<file path="src/rtl/lcfg_pkg.sv">
package lcfg_pkg;

   localparam int NUM_MGD  = 4;
   localparam int NUM_SLOT = 15;
   localparam int SLOT_W   = 4;
   localparam int BASE_W   = 12;
   localparam int IRQ_W    = 4;

   localparam int SLOT_ACT = 0;
   localparam int SLOT_BHI = 1;
   localparam int SLOT_BLO = 2;
   localparam int SLOT_IRQ = 5;

   localparam logic [11:0] BASE_MASK = 12'hFF8;
   localparam logic [11:0] BASE_MIN  = 12'h100;
   localparam logic [11:0] BASE_MAX  = 12'hFF8;

   // device number behind each managed output slot
   function automatic int mgd_dev(input int m);
      case (m)
         0: return 0;
         1: return 3;
         2: return 4;
         default: return 5;
      endcase
   endfunction

   function automatic logic [11:0] mgd_default(input int m);
      case (m)
         0: return 12'h3F0;
         1: return 12'h378;
         2: return 12'h3F8;
         default: return 12'h2F8;
      endcase
   endfunction

   function automatic logic serial_ok(input logic [11:0] p);
      return (p == 12'h3F8) || (p == 12'h2F8) || (p == 12'h338) ||
             (p == 12'h3E8) || (p == 12'h2E8) || (p == 12'h220) ||
             (p == 12'h238) || (p == 12'h2E0) || (p == 12'h228);
   endfunction

   function automatic logic base_ok(input int m, input logic [11:0] p);
      case (m)
         0: return (p == 12'h3F0) || (p == 12'h370);
         1: return (p == 12'h3BC) || (p == 12'h378) || (p == 12'h278);
         default: return serial_ok(p);
      endcase
   endfunction

   function automatic logic slot_hit(input logic [7:0] idx);
      return (idx == 8'h30) || (idx[7:2] == 6'b011000) ||
             (idx == 8'h70) || (idx == 8'h74) || (idx[7:3] == 5'b11110);
   endfunction

   function automatic logic [SLOT_W-1:0] slot_of(input logic [7:0] idx);
      case (idx)
         8'h30: return 4'd0;
         8'h60: return 4'd1;
         8'h61: return 4'd2;
         8'h62: return 4'd3;
         8'h63: return 4'd4;
         8'h70: return 4'd5;
         8'h74: return 4'd6;
         default: return (idx[7:3] == 5'b11110) ? 4'd7 + {1'b0, idx[2:0]} : 4'd0;
      endcase
   endfunction

   function automatic logic [7:0] bank_reset(input int dev, input int slot);
      logic [7:0] r;
      r = 8'h00;
      case (dev)
         0: case (slot)
               0: r = 8'h01;  1: r = 8'h03;  2: r = 8'hF0;  5: r = 8'h06;
               6: r = 8'h02;  7: r = 8'h0E;  9: r = 8'hFF;  default: r = 8'h00;
            endcase
         1: case (slot)
               1: r = 8'h01;  2: r = 8'hF0;  3: r = 8'h03;  4: r = 8'hF6;
               5: r = 8'h0E;  7: r = 8'h0C;  default: r = 8'h00;
            endcase
         2: case (slot)
               1: r = 8'h01;  2: r = 8'h70;  3: r = 8'h03;  4: r = 8'h76;
               5: r = 8'h0F;  default: r = 8'h00;
            endcase
         3: case (slot)
               0: r = 8'h01;  1: r = 8'h03;  2: r = 8'h78;  5: r = 8'h07;
               6: r = 8'h04;  7: r = 8'h3C;  default: r = 8'h00;
            endcase
         4: case (slot)
               0: r = 8'h01;  1: r = 8'h03;  2: r = 8'hF8;  5: r = 8'h04;
               7: r = 8'h03;  default: r = 8'h00;
            endcase
         5: case (slot)
               0: r = 8'h01;  1: r = 8'h02;  2: r = 8'hF8;  5: r = 8'h03;
               6: r = 8'h04;  8: r = 8'h02;  9: r = 8'h03;  default: r = 8'h00;
            endcase
         6: case (slot)
               4: r = 8'h70;  11: r = 8'h03;  default: r = 8'h00;
            endcase
         7: case (slot)
               0: r = 8'h01;  2: r = 8'h60;  5: r = 8'h01;  default: r = 8'h00;
            endcase
         default: r = 8'h00;
      endcase
      return r;
   endfunction

   function automatic logic [7:0] glob_reset(input int idx);
      case (idx)
         8'h03: return 8'h03;
         8'h20: return 8'h03;
         8'h21: return 8'h01;
         8'h24: return 8'h04;
         8'h26: return 8'hF0;
         8'h27: return 8'h03;
         default: return 8'h00;
      endcase
   endfunction

endpackage

</file>
<file path="src/rtl/lcfg_gate.sv">
module lcfg_gate #(
   parameter logic [7:0] KEY_BYTE  = 8'h55,
   parameter logic [7:0] EXIT_BYTE = 8'hAA
) (
   input  logic       clk,
   input  logic       rst_n,
   input  logic       idx_wr,
   input  logic [7:0] wdata,
   output logic       open_o,
   output logic [7:0] ptr_o
);

   logic key_half_q;

   always_ff @(posedge clk or negedge rst_n) begin
      if (!rst_n) begin
         open_o     <= 1'b0;
         key_half_q <= 1'b0;
         ptr_o      <= 8'h00;
      end else if (idx_wr) begin
         if (!open_o) begin
            if (wdata == KEY_BYTE) begin
               if (key_half_q) begin
                  open_o     <= 1'b1;
                  key_half_q <= 1'b0;
               end else begin
                  key_half_q <= 1'b1;
               end
            end else begin
               key_half_q <= 1'b0;
            end
         end else if (wdata == EXIT_BYTE) begin
            open_o <= 1'b0;
         end else begin
            ptr_o <= wdata;
         end
      end
   end

endmodule

</file>
<file path="src/rtl/lcfg_base_fix.sv">
module lcfg_base_fix
   import lcfg_pkg::*;
#(
   parameter int SEL = 0
) (
   input  logic [3:0]        hi_i,
   input  logic [7:0]        lo_i,
   output logic [BASE_W-1:0] base_o
);

   logic [BASE_W-1:0] masked;
   logic              in_range;

   always_comb begin
      masked   = {hi_i, lo_i} & BASE_MASK;
      in_range = (masked >= BASE_MIN) && (masked <= BASE_MAX);
      base_o   = (in_range && base_ok(SEL, masked)) ? masked : mgd_default(SEL);
   end

endmodule

</file>
<file path="src/rtl/lcfg_store.sv">
module lcfg_store
   import lcfg_pkg::*;
#(
   parameter int NUM_DEV      = 10,
   parameter int NUM_GLOBAL   = 48,
   parameter int BANK_IDX     = 8'h30,
   parameter int SEL_REG      = 7,
   parameter int WR_LAST_DEV  = 5,
   parameter int IRQ_FREE_DEV = 4,
   parameter bit CHECK_ON_ACT = 1'b1
) (
   input  logic                               clk,
   input  logic                               rst_n,
   input  logic                               data_wr,
   input  logic [7:0]                         wdata,
   input  logic [7:0]                         ptr,
   input  logic [NUM_MGD-1:0][BASE_W-1:0]     fix_i,
   output logic [7:0]                         rdata,
   output logic [NUM_MGD-1:0]                 pend_o,
   output logic [NUM_MGD-1:0][3:0]            raw_hi_o,
   output logic [NUM_MGD-1:0][7:0]            raw_lo_o,
   output logic [NUM_MGD-1:0]                 act_o,
   output logic [NUM_MGD-1:0][IRQ_W-1:0]      irq_o
);

   localparam int DEV_W  = $clog2(NUM_DEV);
   localparam int GIDX_W = $clog2(NUM_GLOBAL);

   logic [7:0]          glob_q [NUM_GLOBAL];
   logic [7:0]          bank_q [NUM_DEV][NUM_SLOT];
   logic [NUM_MGD-1:0]  pend_q;
   logic [NUM_MGD-1:0]  trig;

   logic [7:0]          dev_sel;
   logic [DEV_W-1:0]    dev_i;
   logic                dev_ok;
   logic                in_bank;
   logic                hit;
   logic [SLOT_W-1:0]   slot;
   logic                g_ok;
   logic [GIDX_W-1:0]   gidx;
   logic                irq_win;
   logic                bank_we;
   logic                glob_we;

   assign dev_sel = glob_q[SEL_REG];
   assign dev_i   = dev_sel[DEV_W-1:0];
   assign dev_ok  = dev_sel < 8'(NUM_DEV);
   assign in_bank = ptr >= 8'(BANK_IDX);
   assign hit     = slot_hit(ptr);
   assign slot    = slot_of(ptr);
   assign g_ok    = ptr < 8'(NUM_GLOBAL);
   assign gidx    = ptr[GIDX_W-1:0];
   assign irq_win = ptr[7:4] == 4'h7;

   assign bank_we = data_wr && in_bank && hit && dev_ok &&
                    (dev_sel <= 8'(WR_LAST_DEV)) &&
                    !(irq_win && (dev_sel < 8'(IRQ_FREE_DEV)));
   assign glob_we = data_wr && !in_bank && g_ok;

   // trigger logic and output taps, one copy per managed device
   for (genvar m = 0; m < NUM_MGD; m++) begin : g_mgd
      localparam int DEV = mgd_dev(m);
      logic sel_me;
      logic base_hit;
      logic act_hit;

      assign sel_me   = bank_we && (dev_sel == 8'(DEV));
      assign base_hit = sel_me && ((slot == 4'(SLOT_BHI)) || (slot == 4'(SLOT_BLO))) &&
                        bank_q[DEV][SLOT_ACT][0];

      if (CHECK_ON_ACT) begin : g_act_chk
         assign act_hit = sel_me && (slot == 4'(SLOT_ACT)) && wdata[0];
      end else begin : g_act_none
         assign act_hit = 1'b0;
      end

      assign trig[m]     = base_hit || act_hit;
      assign act_o[m]    = bank_q[DEV][SLOT_ACT][0];
      assign raw_hi_o[m] = bank_q[DEV][SLOT_BHI][3:0];
      assign raw_lo_o[m] = bank_q[DEV][SLOT_BLO];
      assign irq_o[m]    = bank_q[DEV][SLOT_IRQ][IRQ_W-1:0];
   end

   assign pend_o = pend_q;

   always_ff @(posedge clk or negedge rst_n) begin
      if (!rst_n) begin
         pend_q <= '0;
         for (int g = 0; g < NUM_GLOBAL; g++) glob_q[g] <= glob_reset(g);
         for (int d = 0; d < NUM_DEV; d++)
            for (int s = 0; s < NUM_SLOT; s++) bank_q[d][s] <= bank_reset(d, s);
      end else begin
         pend_q <= trig;
         if (glob_we) glob_q[gidx] <= wdata;
         // corrected base lands one edge after the trigger
         for (int m = 0; m < NUM_MGD; m++) begin
            if (pend_q[m]) begin
               bank_q[mgd_dev(m)][SLOT_BHI] <= {4'h0, fix_i[m][11:8]};
               bank_q[mgd_dev(m)][SLOT_BLO] <= fix_i[m][7:0];
            end
         end
         // a fresh host write wins over a correction in the same cycle
         if (bank_we) bank_q[dev_i][slot] <= wdata;
      end
   end

   always_comb begin
      if (in_bank) begin
         if (!dev_ok)  rdata = 8'hFF;
         else if (hit) rdata = bank_q[dev_i][slot];
         else          rdata = 8'h00;
      end else begin
         rdata = g_ok ? glob_q[gidx] : 8'h00;
      end
   end

endmodule

</file>
<file path="src/rtl/lcfg_ctl.sv">
module lcfg_ctl
   import lcfg_pkg::*;
#(
   parameter int         NUM_DEV      = 10,
   parameter int         NUM_GLOBAL   = 48,
   parameter int         BANK_IDX     = 8'h30,
   parameter int         SEL_REG      = 7,
   parameter int         WR_LAST_DEV  = 5,
   parameter int         IRQ_FREE_DEV = 4,
   parameter logic [7:0] KEY_BYTE     = 8'h55,
   parameter logic [7:0] EXIT_BYTE    = 8'hAA,
   parameter bit         CHECK_ON_ACT = 1'b1
) (
   input  logic                       clk,
   input  logic                       rst_n,
   input  logic                       bus_wr,
   input  logic                       bus_addr,
   input  logic [7:0]                 bus_wdata,
   output logic [7:0]                 bus_rdata,
   output logic [NUM_MGD*BASE_W-1:0]  dev_base_o,
   output logic [NUM_MGD-1:0]         dev_act_o,
   output logic [NUM_MGD*IRQ_W-1:0]   dev_irq_o
);

   if (NUM_DEV < 8 || NUM_DEV > 16) begin : g_bad_dev
      $error("lcfg_ctl: NUM_DEV must lie in 8..16");
   end
   if (NUM_GLOBAL > BANK_IDX || SEL_REG >= NUM_GLOBAL) begin : g_bad_glob
      $error("lcfg_ctl: global window does not fit below the bank window");
   end
   if (WR_LAST_DEV >= NUM_DEV || WR_LAST_DEV < 5) begin : g_bad_wr
      $error("lcfg_ctl: WR_LAST_DEV must cover all managed devices");
   end

   logic                          unlocked;
   logic [7:0]                    ptr;
   logic [7:0]                    data_rd;
   logic [NUM_MGD-1:0]            fix_pend;
   logic [NUM_MGD-1:0][3:0]       raw_hi;
   logic [NUM_MGD-1:0][7:0]       raw_lo;
   logic [NUM_MGD-1:0][BASE_W-1:0] fixed;
   logic [NUM_MGD-1:0][IRQ_W-1:0]  irq;

   lcfg_gate #(
      .KEY_BYTE (KEY_BYTE),
      .EXIT_BYTE(EXIT_BYTE)
   ) u_gate (
      .clk   (clk),
      .rst_n (rst_n),
      .idx_wr(bus_wr && !bus_addr),
      .wdata (bus_wdata),
      .open_o(unlocked),
      .ptr_o (ptr)
   );

   lcfg_store #(
      .NUM_DEV     (NUM_DEV),
      .NUM_GLOBAL  (NUM_GLOBAL),
      .BANK_IDX    (BANK_IDX),
      .SEL_REG     (SEL_REG),
      .WR_LAST_DEV (WR_LAST_DEV),
      .IRQ_FREE_DEV(IRQ_FREE_DEV),
      .CHECK_ON_ACT(CHECK_ON_ACT)
   ) u_store (
      .clk     (clk),
      .rst_n   (rst_n),
      .data_wr (bus_wr && bus_addr && unlocked),
      .wdata   (bus_wdata),
      .ptr     (ptr),
      .fix_i   (fixed),
      .rdata   (data_rd),
      .pend_o  (fix_pend),
      .raw_hi_o(raw_hi),
      .raw_lo_o(raw_lo),
      .act_o   (dev_act_o),
      .irq_o   (irq)
   );

   for (genvar m = 0; m < NUM_MGD; m++) begin : g_fix
      lcfg_base_fix #(.SEL(m)) u_fix (
         .hi_i  (raw_hi[m]),
         .lo_i  (raw_lo[m]),
         .base_o(fixed[m])
      );
      assign dev_base_o[m*BASE_W +: BASE_W] = {raw_hi[m], raw_lo[m]};
      assign dev_irq_o[m*IRQ_W +: IRQ_W]    = irq[m];
   end

   assign bus_rdata = !unlocked ? 8'hFF : (bus_addr ? data_rd : ptr);

endmodule

</file>
<file path="config.mk">
export PLATFORM = sky130hd
export DESIGN_NAME = lcfg_ctl
export DESIGN_NICKNAME = d
export VERILOG_FILES = /design/src/rtl/lcfg_pkg.sv /design/src/rtl/lcfg_gate.sv /design/src/rtl/lcfg_base_fix.sv /design/src/rtl/lcfg_store.sv /design/src/rtl/lcfg_ctl.sv
export SDC_FILE = /design/constraint.sdc
export NUM_CORES = 2
export LEC_CHECK = 0
export BUFFER_PORTS_ARGS = -buffer_cell sky130_fd_sc_hd__buf_4
export CAP_MARGIN = 15
export CORE_MARGIN = 1
export CORE_UTILIZATION = 25
export CTS_BUF_LIST = sky130_fd_sc_hd__clkbuf_8 sky130_fd_sc_hd__clkbuf_16
export CTS_CLUSTER_SIZE = 16
export DETAILED_ROUTE_END_ITERATION = 10
export PLACE_DENSITY = 0.49
export SETUP_SLACK_MARGIN = 0.1
export SYNTH_ARGS = -nofsm -noshare
export SYNTH_HDL_FRONTEND = slang
export SYNTH_SLANG_ARGS = --single-unit
export TNS_END_PERCENT = 1
</file>
<file path="constraint.sdc">
create_clock -name clk -period 4.85 [get_ports clk]
set_clock_uncertainty 0.15 [all_clocks]
set_input_delay 0.97 -clock clk [delete_from_list [all_inputs] [get_ports clk]]
set_output_delay 0.97 -clock clk [all_outputs]
set_load 0.005 [all_outputs]
</file>
* Yosys cells after proc, flatten, opt, wreduce, memory -nomap -nowiden
Index checks and enable logic that the tools add are counted.
** Word-level totals
- Bits in registers :: 1598
- Output and inout bits :: 76
** Operators by class
- Reduce and logical (&&, ||, !) cells :: 80
- Add/sub/neg operators :: 1
- Bitwise operators :: 9
- Muxes and demuxes :: 68
- Equal/unequal tests :: 39
- Order comparisons :: 27
** Operators by type and width (number)
- bitwise mux 1200 bit :: 9
- two-way mux 1200 bit :: 5
- demux 120 bit (select 4 bit) :: 9
- binary-select mux 120 bit (select 4 bit) :: 1
- two-way mux 112 bit :: 4
- two-way mux 104 bit :: 4
- bitwise mux 384 bit :: 1
- two-way mux 120 bit :: 3
- == test 9 x 7 -> 1 bit, second input constant :: 22
- >= comparator 32 x 5 -> 1 bit, second input constant :: 4
- < comparator 32 x 1 -> 1 bit, second input constant :: 4
- two-way mux 32 bit :: 4
- inverter 32 bit :: 4
- two-way mux 8 bit :: 12
- == test 8 x 7 -> 1 bit, second input constant :: 7
- binary-select mux 8 bit (select 6 bit) :: 1
- demux 8 bit (select 6 bit) :: 1
- >= comparator 12 x 9 -> 1 bit, second input constant :: 4
- less-or-equal comparator 12 bit, second input constant :: 4
- two-way mux 12 bit :: 4
- logical AND 1 bit :: 46
- binary-select mux 8 bit (select 4 bit) :: 1
- demux 8 bit (select 4 bit) :: 1
- one-hot mux 4 bit (7 select lines) :: 1
- 30 further kinds :: 68

* Longest topological paths before layout
- Depth after elaboration :: 20
- Mapped depth :: 17
- Depth with buffers taken out :: 10

* By module
Synthesis repeated with hierarchy kept, for this count alone.
** Second synthesis, totals
- Cell total of the unflattened synthesis :: 6106
- Area, all modules :: 70397.5 µm²
** Modules (own cells, without submodules)
- lcfg_store :: area an instance 69242.7 µm², cells an instance 5974, instances 1
- lcfg_gate :: area an instance 446.7 µm², cells an instance 29, instances 1
- lcfg_base_fix at g_fix[2].u_fix :: area an instance 167.7 µm², cells an instance 27, instances 1
- lcfg_base_fix at g_fix[3].u_fix :: area an instance 161.4 µm², cells an instance 24, instances 1
- lcfg_ctl :: area an instance 142.6 µm², cells an instance 20, instances 1
- lcfg_base_fix at g_fix[1].u_fix :: area an instance 120.1 µm², cells an instance 16, instances 1
- lcfg_base_fix at g_fix[0].u_fix :: area an instance 116.4 µm², cells an instance 16, instances 1

* Worst setup path before layout
Ideal clock, no wire load.
- Kind :: register to output
- From :: register u_gate.ptr_o[1]
- To :: output port bus_rdata[0]
- Setup slack :: 290 ps
- Arrival time :: 3440 ps
- Cell stages (with the launch flop) :: 14
- Cells stage by stage :: dfrtp_1 > buf_2 > inv_1 > clkbuf_1 > buf_1 > ha_1 > nand3b_1 > a21oi_1 > or2_2 > clkbuf_1 > mux4_2 > a211o_1 > a221o_1 > a221o_1
** Between the ends
- Cells in the longest elaborated chain, start to end :: 12
- Elaborated cells between the ends (all ways) :: 30
** Ends and longest elaborated chain
- from (decl) :: RTL line lcfg_gate.sv:10 : output logic [7:0] ptr_o
- from (signal assigned) :: RTL line lcfg_gate.sv:35 : ptr_o <= wdata;
- adder 3 x 3 -> 4 bit :: RTL line lcfg_pkg.sv:65 : default: return (idx[7:3] == 5'b11110) ? 4'd7 + {1'b0, idx[2:0]} : 4'd0;
- two-way mux 4 bit :: RTL line lcfg_pkg.sv:65
- one-hot mux 4 bit (7 select lines) :: RTL line lcfg_pkg.sv:57 : case (idx)
- inverter 4 -> 5 bit (implied by the code) :: RTL line lcfg_store.sv:111 : else if (hit) rdata = bank_q[dev_i][slot];
- binary-select mux 8 bit (select 4 bit) :: RTL line lcfg_store.sv:111
- two-way mux 8 bit (implied by the code) (2 in series) :: RTL line lcfg_store.sv:111
- two-way mux 8 bit :: RTL line lcfg_store.sv:111
- two-way mux 8 bit :: RTL line lcfg_store.sv:110 : if (!dev_ok) rdata = 8'hFF;
- two-way mux 8 bit * :: RTL line lcfg_store.sv:109 : if (in_bank) begin
- two-way mux 8 bit * (2 in series) :: RTL line lcfg_ctl.sv:89 : assign bus_rdata = !unlocked ? 8'hFF : (bus_addr ? data_rd : ptr);
- to (decl) :: RTL line lcfg_ctl.sv:19 : output logic [7:0] bus_rdata,
Every way passes the cells marked *; elsewhere a longest branch is shown, timed or not. The select of a mux whose other input is x is not followed.

* Worst setup path in the final report
- From :: register u_store.glob_q (netlist bit u_store.dev_sel[0])
- To :: output port bus_rdata[2]
** Between the ends
- Cells in the longest elaborated chain, start to end :: 12
- Elaborated cells between the ends (all ways) :: 13
** Ends and longest elaborated chain
- from (decl) :: RTL line lcfg_store.sv:29 : logic [7:0] glob_q [NUM_GLOBAL];
- from (signal, indexed assignment) :: RTL line lcfg_store.sv:95 : if (glob_we) glob_q[gidx] <= wdata;
- inverter 4 -> 5 bit (implied by the code) :: RTL line lcfg_store.sv:111
- binary-select mux 120 bit (select 4 bit) :: RTL line lcfg_store.sv:111
- two-way mux 120 bit (implied by the code) (2 in series) :: RTL line lcfg_store.sv:111
- binary-select mux 8 bit (select 4 bit) :: RTL line lcfg_store.sv:111
- two-way mux 8 bit (implied by the code) (2 in series) :: RTL line lcfg_store.sv:111
- two-way mux 8 bit :: RTL line lcfg_store.sv:111
- two-way mux 8 bit * :: RTL line lcfg_store.sv:110
- two-way mux 8 bit * :: RTL line lcfg_store.sv:109
- two-way mux 8 bit * (2 in series) :: RTL line lcfg_ctl.sv:89
Marked as above.

==> summary.md <==
| Metric | Value |
|---|---|
| Critical path fanouts, max | 6 |
| Final worst path period share | 1.09 |
| Drt pass-1 iters | 6 |
| Met3 Use GR | 0.0316 |
| Dpl ws | -1.05 ns |
| R2R depth | 9 |
| Endpoints failing setup | 8 |
| Post-Synth Adder-Cell Area | 0.000881 |
| Pwr per Cell Area | 332 nW/um^2 |
| Syn_area_per_cell | 13.1 um^2 |
| Worst skew pair latency | 0.86 ns |
| Detailed placer's ending HPWL | 151000 um |
| GPL Wtd Cong | 0.856 |
| Critical Path, Cell by Cell | buf_12, buf_12, buf_8, mux4_2, mux2i_2, o22ai_1, buf_4, a2111oi_4, a2111oi_4, a31oi_4, buf_6, o221ai_4, buf_6 |
| Largest area contributor in the netlist | dfrtp_1 |
| RSZ-0062 raised after global routing | yes |
| Total Wirelength | 230000 um |
| Routed WL per cell | 25.3 um |
| Clock Sinks | 1598 |
| Cell family with most CP delay | compound AO/OA/AOI/OAI gates |
| CP max stage delay | 0.51 ns |
| Final Instance Area | 83300 um^2 |
| YS warnings | 0 |
| Logic pwr share | 0.023 |
| IO Pins | 88 |
| Reg area | 40100 um^2 |
| Clock root cell | clkbuf_16 |
| Final worst slack | -0.431 ns |
| VDD IR-drop max | 0.303 mV |
| #FFs+latches synth | 1598 |
| Clock power frac | 0.494 |
| P_int | 21.4 mW |
| Die width | 535 um |
| CP Buf/Inv Count | 6 |
| Die Y | 535 um |
| Cells after Synth | 5435 |
| Row count | 195 |
| Layout Nets | 5232 |
| Slew Limit Headroom | 0.287 |
| Fmax | 0.189 GHz |
| Avg Vias per Cell | 4.78 |
| Worst-path clk slew | 0.06 ns |
| H-tree depth | 4 |
| DP Area | 76000 um^2 |
| Synth async-reset ratio | 1.00 |
| Number of fill cells | 28400 |
| Met1 Use GR | 0.227 |
| Utilization after layout | 0.295 |
| EDFF count, synth | 0 |
| Core area | 283000 um^2 |
| Final Critical Period | 5.28 ns |
| Main combinational cell family by area after synthesis | multiplexers |
| Synth cell types | 97 |
| Initial DRC Count | 3370 |
| Hold depth | 0 |
| Gr busiest metal | met2 |
| Vias in the first global route | 45300 |
| IO Port Bufs | 87 |
| Post-route ant nets | 0 |
| Mux share of post-synthesis cell area | 0.246 |
| Mapped cell area | 71000 um^2 |
| Synth top area cells | dfrtp_1 (52%), mux2_2 (14%), mux4_2 (6.2%), dfstp_2 (4.2%), clkbuf_1 (3.9%) |
| First-pass GRT wire length | 337000 um |
| Layout area overhead | 17.2% |
| Psw | 6.25 mW |
| Multi-input logic area | 27600 um^2 |
| Largest net degree at the start of global routing | 179 |
| WP data required | 3.73 ns |
| Synth Flop Type | dfrtp_1 |
| Syn Nets | 5452 |
| MaxCap Viol Count | 0 |
| Sequential share of power | 0.483 |
| Overflow after GRT | 0 |
| CP Launch Type | flip-flop |
| Crit end category | output pin |
| Post-synth top area share | 0.523 |
| Simple-Gate Fraction of Synth Area | 0.0575 |
| Post-synthesis xor/xnor area fraction | 0.000370 |
| Slowest-stage cell, CP | a2111oi_4 |
| Worst Tran Pin Value | 1.07 ns |
| Share of cells above drive strength 1 | 0.416 |
| DIE AREA | 286000 um^2 |
| Kind of critical path | flip-flop to output pin |
| Leakage power | 37.7 nW |
| Status | complete, but fails checks |
| Total Routing Usage GR | 0.160 |
| Hold WC Path Type | flip-flop to flip-flop |
| Switching share of total power | 0.226 |
| Met2 Resource Use GR | 0.247 |
| CTS tree | yes |
| Initial antenna violation count | 12 |
| Max-slew violation count | 0 |
| Via count | 43500 |
| Max clock buf depth | 4 |
| CP arrival | 4.16 ns |
| CTS Buf Count | 178 |
| Final hold vios | 0 |
| Drt drc | 0 |
| Worst path depth | 13 |
| Failing checks | setup timing |
| Starting Density | 0.251 |
| Seq/Total Area, Yosys | 0.565 |
| Sum Neg Setup Slack | -2.68 ns |
| Post-synthesis compound-gate area fraction | 0.0729 |
[Yosys cell counts, drive strengths merged, types with 12 or more instances]
library cell and number:
a22oi 117, nor3 34, o221ai 23, dfstp 114, a211oi 16, nand3b 20, nand2b 35, a22o 12
mux2 937, inv 14, dfrtp 1484, a31oi 16, nor2 228, mux4 196, nand3 34, nand2 286
a21oi 103, mux2i 253, nand4 15, nor4 12, o211ai 37, clkbuf 732, o22ai 42, buf 177
a221oi 63, o21ai 298
[repair_timing]
action | CTS | global route
gates cloned | 6 | 0
pin swaps | 43 | 6
setup endpoints to repair | 8 | 8
resized for setup | 178 | 16
endpoints found under the hold margin | 47 | 0
buffers inserted | 40 | 0
hold buffers | 1 | 0
[layer usage]
metal,part of all wire,wire length (um),up-vias
li1,-,-,18800
met2,0.46,105000,1168
met5,0.000057,13,-
met1,0.46,106000,23300
met4,0.026,6050,2
met3,0.057,13200,316
[registers in the layout, indices dropped and copies added, names as in the netlist]
register,count
u_store.raw_lo_o,32
u_gate.key_half_q,1
u_gate.ptr_o,8
u_gate.open_o,1
u_store.pend_o,4
u_store.dev_sel,8
u_store.irq_o,16
u_store.raw_hi_o,16
u_store.act_o,4
u_store.bank_q,1132
u_store.glob_q,376
[through the flow]
step / cells / power [mW] / hold WS (ns)
floorplan: 5435 / 13.7 / 0.274
global placement: 8731 / 14.2 / 0.206
detailed placement: 8732 / 14.2 / 0.207
CTS: 9099 / 28.0 / 0.215
global route: 9100 / 28.6 / 0.218
finish: 9103 / 27.6 / 0.214
[kinds of logic (layout without fill, tap and decap cells)]
family,count (synthesis),count (layout)
DFF,1598,1598
muxes,1386,1386
buffers and inverters,925,846
AOI/OAI and AO/OA,797,797
and+or+nand+nor,721,721
adders and majority gates,5,5
xor gates and xnor gates,3,3
other,0,4
[cells in the final DEF (no fill, tap or decap), types with 89 or more instances in the layout]
cell type / count
clkbuf_16: 178
o21ai_0: 263
buf_4: 421
dfrtp_1: 1477
a21oi_1: 89
mux2i_1: 245
dfstp_2: 114
nand2_1: 278
nor2_1: 163
a22oi_1: 106
mux4_2: 196
mux2_2: 904
[worst paths after layout]
check                                                start                               to  slack [ns]
max                         u_store.dev_sel[0]$_DFFE_PN0P_                     bus_rdata[2]       -0.43
min                        u_store.bank_q[446]$_DFFE_PN1P_  u_store.bank_q[446]$_DFFE_PN1P_        0.21
max reg2reg                 u_store.dev_sel[2]$_DFFE_PN0P_  u_store.bank_q[628]$_DFFE_PN0P_        0.64
min reg2reg                u_store.bank_q[446]$_DFFE_PN1P_  u_store.bank_q[446]$_DFFE_PN1P_        0.21
max in group asynchronous                            rst_n    u_store.irq_o[11]$_DFFE_PN0P_        2.54
min in group asynchronous                            rst_n  u_store.bank_q[141]$_DFFE_PN0P_        0.64
[cell type report]
| class | instances | share of cell area |
|---|---|---|
| clock inverters | 102 | 0.0101 |
| repair buffers | 509 | 0.0586 |
| clock buffers | 219 | 0.0603 |
| well taps | 3743 | 0.0562 |
| inverters | 16 | 0.000721 |
| flip-flops and latches | 1598 | 0.482 |
| diodes | 4 | 0.000120 |
| multi-input cells | 2912 | 0.332 |
[power groups by stage]
stage | clock [mW] | combinational, mW | sequential [mW]
after floorplan | 0 | 0.140 | 13.6
after global placement | 0 | 0.637 | 13.6
after detailed placement | 0 | 0.646 | 13.6
after CTS | 14.0 | 0.654 | 13.3
after global routing | 14.5 | 0.701 | 13.3
final | 13.6 | 0.633 | 13.3
(Power assumes the default switching activity.)
